`src/rtl/ccf_pkg.sv`:
```
package ccf_pkg;
  localparam int CNT_W    = 16;
  localparam int NUM_CH   = 3;
  localparam int ADDR_W   = 3;
  localparam int STAT_LSB = 4;

  typedef enum logic [ADDR_W-1:0] {
    A_CNT  = 3'd0,
    A_GRB  = 3'd1,
    A_GRC  = 3'd2,
    A_GRD  = 3'd3,
    A_STAT = 3'd4,
    A_IEN  = 3'd5
  } ccf_addr_e;
endpackage

```
`src/rtl/ccf_counter.sv`:
```
module ccf_counter #(
  parameter int W = 16
) (
  input  logic         clk,
  input  logic         rst,
  input  logic         en,
  output logic [W-1:0] cnt
);
  always_ff @(posedge clk) begin
    if (rst)     cnt <= '0;
    else if (en) cnt <= cnt + 1'b1;
  end

  AST_CNT_STEP: assert property (@(posedge clk) disable iff (rst)
    en |=> cnt == $past(cnt) + 1'b1);
  AST_CNT_HOLD: assert property (@(posedge clk) disable iff (rst)
    !en |=> $stable(cnt));
endmodule

```
`src/rtl/ccf_channel.sv`:
```
module ccf_channel #(
  parameter int W = 16
) (
  input  logic         clk,
  input  logic         rst,
  input  logic         cnt_en,
  input  logic [W-1:0] cnt,
  input  logic         mode_cmp,
  input  logic         cap,
  input  logic         wr_en,
  input  logic [W-1:0] wdata,
  output logic [W-1:0] gr,
  output logic         hit,
  output logic         cmp_out
);
  logic match;
  logic do_cap;

  assign match  = mode_cmp && cnt_en && (cnt == gr);
  assign do_cap = !mode_cmp && cap;
  assign hit    = match || do_cap;

  always_ff @(posedge clk) begin
    if (rst) begin
      gr      <= '0;
      cmp_out <= 1'b0;
    end else begin
      cmp_out <= match;
      if (do_cap)     gr <= cnt;
      else if (wr_en) gr <= wdata;
    end
  end

  AST_CAP_LOAD: assert property (@(posedge clk) disable iff (rst)
    do_cap |=> gr == $past(cnt));
  AST_CMP_QUIET: assert property (@(posedge clk) disable iff (rst)
    !cnt_en |=> !cmp_out);
endmodule

```
`src/rtl/ccf_flag.sv`:
```
module ccf_flag (
  input  logic clk,
  input  logic rst,
  input  logic set_i,
  input  logic rd_stat_i,
  input  logic wr_stat_i,
  input  logic wbit_i,
  output logic flag_q
);
  logic armed_q;
  logic clr_ok;

  assign clr_ok = wr_stat_i && armed_q && !wbit_i;

  always_ff @(posedge clk) begin
    if (rst) begin
      flag_q  <= 1'b0;
      armed_q <= 1'b0;
    end else begin
      if (set_i)       flag_q <= 1'b1;
      else if (clr_ok) flag_q <= 1'b0;
      if (wr_stat_i)                 armed_q <= 1'b0;
      else if (rd_stat_i && flag_q)  armed_q <= 1'b1;
    end
  end

  AST_SET_WINS: assert property (@(posedge clk) disable iff (rst)
    set_i |=> flag_q);
  AST_NO_CLR_UNARMED: assert property (@(posedge clk) disable iff (rst)
    (flag_q && !armed_q) |=> flag_q);
  AST_NO_SW_SET: assert property (@(posedge clk) disable iff (rst)
    (!flag_q && !set_i) |=> !flag_q);
  AST_DISARM: assert property (@(posedge clk) disable iff (rst)
    wr_stat_i |=> !armed_q);
endmodule

```
`src/rtl/cc_timer_flags.sv`:
```
module cc_timer_flags
  import ccf_pkg::*;
#(
  parameter int CW  = ccf_pkg::CNT_W,
  parameter int NCH = ccf_pkg::NUM_CH,
  parameter int SLB = ccf_pkg::STAT_LSB
) (
  input  logic              clk,
  input  logic              rst,
  input  logic              cnt_en,
  input  logic [NCH-1:0]    cap_strb,
  input  logic [NCH-1:0]    mode_cmp,
  input  logic [ADDR_W-1:0] bus_addr,
  input  logic              bus_wr,
  input  logic              bus_rd,
  input  logic [CW-1:0]     bus_wdata,
  output logic [CW-1:0]     bus_rdata,
  output logic [NCH-1:0]    cmp_out,
  output logic              irq
);
  localparam int SHI = SLB + NCH - 1;

  logic [CW-1:0]  cnt;
  logic [CW-1:0]  gr [NCH];
  logic [NCH-1:0] hit;
  logic [NCH-1:0] flags;
  logic [NCH-1:0] ien;
  logic [CW-1:0]  rd_mux;
  logic           rd_stat, wr_stat, wr_ien;

  assign rd_stat = bus_rd && (bus_addr == A_STAT);
  assign wr_stat = bus_wr && (bus_addr == A_STAT);
  assign wr_ien  = bus_wr && (bus_addr == A_IEN);

  ccf_counter #(.W(CW)) u_cnt (
    .clk(clk), .rst(rst), .en(cnt_en), .cnt(cnt)
  );

  for (genvar g = 0; g < NCH; g++) begin : g_ch
    localparam logic [ADDR_W-1:0] GR_ADDR = ADDR_W'(int'(A_GRB) + g);
    logic gr_wr;
    assign gr_wr = bus_wr && (bus_addr == GR_ADDR);

    ccf_channel #(.W(CW)) u_ch (
      .clk(clk), .rst(rst), .cnt_en(cnt_en), .cnt(cnt),
      .mode_cmp(mode_cmp[g]), .cap(cap_strb[g]),
      .wr_en(gr_wr), .wdata(bus_wdata),
      .gr(gr[g]), .hit(hit[g]), .cmp_out(cmp_out[g])
    );

    ccf_flag u_flag (
      .clk(clk), .rst(rst), .set_i(hit[g]),
      .rd_stat_i(rd_stat), .wr_stat_i(wr_stat),
      .wbit_i(bus_wdata[SLB+g]), .flag_q(flags[g])
    );
  end

  always_comb begin
    rd_mux = '0;
    case (bus_addr)
      A_CNT:   rd_mux = cnt;
      A_STAT:  rd_mux[SHI:SLB] = flags;
      A_IEN:   rd_mux[SHI:SLB] = ien;
      default: begin
        for (int i = 0; i < NCH; i++)
          if (bus_addr == ADDR_W'(int'(A_GRB) + i)) rd_mux = gr[i];
      end
    endcase
  end

  always_ff @(posedge clk) begin
    if (rst) begin
      ien       <= '0;
      irq       <= 1'b0;
      bus_rdata <= '0;
    end else begin
      if (wr_ien) ien <= bus_wdata[SHI:SLB];
      irq <= |(flags & ien);
      if (bus_rd) bus_rdata <= rd_mux;
    end
  end

  AST_IRQ_RAISE: assert property (@(posedge clk) disable iff (rst)
    (|(flags & ien)) |=> irq);
  AST_IRQ_MASKED: assert property (@(posedge clk) disable iff (rst)
    ((flags & ien) == '0) |=> !irq);
endmodule

```
`config.mk`:
```
export PLATFORM = sky130hd
export DESIGN_NAME = cc_timer_flags
export DESIGN_NICKNAME = d
export VERILOG_FILES = /design/src/rtl/ccf_pkg.sv /design/src/rtl/ccf_counter.sv /design/src/rtl/ccf_channel.sv /design/src/rtl/ccf_flag.sv /design/src/rtl/cc_timer_flags.sv
export SDC_FILE = /design/constraint.sdc
export NUM_CORES = 1
export LEC_CHECK = 0
export ABC_AREA = 1
export BUFFER_PORTS_ARGS = -buffer_cell sky130_fd_sc_hd__buf_2
export CORE_UTILIZATION = 60
export DETAILED_ROUTE_END_ITERATION = 7
export GPL_TIMING_DRIVEN = 0
export PLACE_DENSITY = 0.8
export SYNTH_ARGS = -nofsm -noshare
export SYNTH_HDL_FRONTEND = slang
export SYNTH_SLANG_ARGS = --single-unit
```
`constraint.sdc`:
```
create_clock -name clk -period 1.8 [get_ports clk]
set_input_delay 0.09 -clock clk [delete_from_list [all_inputs] [get_ports clk]]
set_output_delay 0.09 -clock clk [all_outputs]
set_load 0.02 [all_outputs]
```
==> impl_metrics.json <==
{
  "grt_pass1_vias": 5381,
  "syn_area_sq_um": 5220,
  "critPathLaunchType": "register",
  "htreeDepth": 3,
  "fin_tns_setup_ns": 0,
  "dr.pass1.iters": 6,
  "fin_nets": 964,
  "ys_types": 28,
  "dp_hpwl_um": 13500,
  "crit_arrival_ns": 1.96,
  "yosys.area.top_type": "dfxtp_1",
  "cp_max_fo": 10,
  "drv_slew": 0,
  "fp.dieH_um": 95.3,
  "cts_tree": "built",
  "hp-start": "rst",
  "ios": 50,
  "num_rows": 33,
  "via_count": 5973,
  "yosys_warnings": 0,
  "crit_top_cell": "nand2_1",
  "ant_nets": 0,
  "die_w_um": 95.3,
  "ir_worst_vdd_v": 0.000561,
  "overflow": 0,
  "grt_antenna_before_repair": 0,
  "grt_pass1_wl_um": 27200,
  "wire_per_inst_um": 16.7,
  "crit_type": "reg2reg",
  "p_per_area_nw_per_um2": 780,
  "status": "completed",
  "syn_inst": 875,
  "drive_above_1_share_pct": 10.2,
  "setup-violations-final": 0,
  "required_ns": 2.10,
  "antenna_cells": 0,
  "grt_setup_unrepaired": "false",
  "routed_wl_um": 17400,
  "start_util_pct": 62.9,
  "viasPerCell": 5.73,
  "avgSynthCellArea_sq_um": 5.96,
  "synth-seq-cells": 93,
  "utilization_pct": 70.0,
  "worstHoldEndpoint": "ien[0]",
  "syn_to_final_growth_pct": 11.4,
  "reg2reg_slack_ns": 0.15,
  "cts-root-buf": "clkbuf_8",
  "post_dp_cell_area_sq_um": 5590,
  "cts_made_buffers": 9,
  "period_needed_ns": 1.65,
  "layout_common_cells": "nand2_1 (257), nor2_1 (175), o21ai_0 (142)",
  "cellLeakagePower_uw": 0.00276,
  "path_cells": "clkinv_1, nand2_1, nand2_1, nor2_1, nand2_1, nor2_1, nand3_1, nand2_1",
  "hold_viol": 0,
  "clkSinkCount": 93,
  "timing.final.crit_share_pct": 91.9,
  "max_cap_viol_count": 0,
  "synth-seq-area-share_pct": 35.7,
  "reg2reg_depth": 8,
  "fmax_ghz": 0.605,
  "coreArea_sq_um": 8300,
  "finalInstanceArea_sq_um": 5810,
  "fillers": 797,
  "synth_fp_nets": 906,
  "tightest_slew_ns": 0.794,
  "insertion_delay_ns": 0.36,
  "crit_path_top_delay_cell": "dfxtp_1",
  "drt-initial-drc-count": 586,
  "max_stage_delay_ns": 0.46,
  "end_kind": "register",
  "r2r-end": "g_ch[2].u_flag.flag_q",
  "gp_congestion": 1.03,
  "synth.top_cell.area_share_pct": 35.7,
  "cts_buffer_depth": 2,
  "fin_skew_ns": 0.0138,
  "max-slew-margin-rel_pct": 46.7,
  "grtUsageTotal_pct": 40.4,
  "hold-path-cell-count": 2,
  "drcViolationCount": 0,
  "dieArea_sq_um": 9070,
  "synthTopCellsByArea": "dfxtp_1 (36%), nand2_1 (18%), o21ai_0 (14%), nor2_1 (13%), inv_1 (5.3%)",
  "path_clk_slew_ns": 0.09,
  "grt_max_degree": 15,
  "r2r_start": "u_cnt.cnt[3]",
  "hold_path.class": "in2reg",
  "layout_commonest_cell": "nand2_1",
  "port_buffers": 47
}
## area by class of cell
cell class / instances / area (sq um) / share of cell area [%]
multi-input combinational: 661 / 2870 / 49.4
tap: 105 / 131 / 2.26
clock buffer: 13 / 169 / 2.91
timing repair buffer: 47 / 235 / 4.05
clock inverter: 3 / 42.5 / 0.732
inverter: 84 / 323 / 5.55
buffer: 37 / 174 / 2.99
sequential: 93 / 1860 / 32.1
## metrics by stage
stage                     total power (uW)  hold WS [ns]  std cells  setup slack, ns
final                                 4540        0.0132       1043            0.146
after global routing                  4710       0.00336       1043           0.0212
after CTS                             4500       0.00158       1043           0.0263
after detailed placement              3080         0.383       1027           0.0695
after global placement                3060         0.377       1027           0.0514
after floorplan                       2800         0.159        875            0.517
## state kept, by name, summed over array words and instances (netlist names)
name                 count
u_cnt.cnt               16
ien                      3
bus_rdata               16
g_ch.u_ch.cmp_out        3
irq                      1
g_ch.u_flag.armed_q      3
g_ch.u_ch.gr            48
g_ch.u_flag.flag_q       3
## worst max path at each step
stage,cells past startpoint,end,startpoint
6_report,8,g_ch[2].u_flag.flag_q,u_cnt.cnt[3]
5_1_grt,8,g_ch[2].u_ch.cmp_out,u_cnt.cnt[11]
4_1_cts,7,u_cnt.cnt[13],u_cnt.cnt[0]
3_5_place_dp,6,g_ch[0].u_flag.flag_q,u_cnt.cnt[2]
3_3_place_gp,6,g_ch[0].u_flag.flag_q,u_cnt.cnt[2]
2_1_floorplan,6,u_cnt.cnt[11],u_cnt.cnt[0]
## cell families after synthesis
group           share of synthesized area [%]
buf+inv                                  9.37
fa+ha+maj                               0.240
flops                                    35.7
xor+xnor                                 1.51
compound gates                           17.2
simple gates                             36.0
## critical path, delay by kind of cell, from the launching register on
family	cells	cell delay, ns
buffers and inverters	1	0.32
and+or+nand+nor	7	0.82
DFF	1	0.46
## synth_stat cells, drive strengths merged
| library cell | number |
|---|---|
| a21oi | 17 |
| buf | 13 |
| clkbuf | 24 |
| clkinv | 3 |
| dfxtp | 93 |
| ha | 1 |
| inv | 81 |
| nand2 | 260 |
| nand3 | 22 |
| nand4 | 6 |
| nor2 | 179 |
| nor3 | 7 |
| nor4 | 1 |
| o211ai | 10 |
| o21a | 1 |
| o21ai | 146 |
| or2 | 2 |
| xor2 | 9 |
## report_power, final
group	internal (uW)	switching, uW	leakage (uW)
Clock	755	714	0.000106
Combinational	250	517	0.00189
Sequential	2170	125	0.000764
Total	3180	1360	0.00276
## per-layer routing
layer  share of wire [%]  vias up  global-route usage, %
met1                  41     2687                   54.6
met5                   0        -                      0
li1                    -     2876                      -
met2                  44      361                   64.1
met4                 3.0        0                   16.0
met3                  12       49                   6.54
## what timing repair did
item                                    in CTS  in global routing
buffers inserted                             0                  0
hold buffers                                 0                  0
gates resized for setup                      0                  6
endpoints found under the setup margin       0                 12
Power figures use the tool's default switching activity.
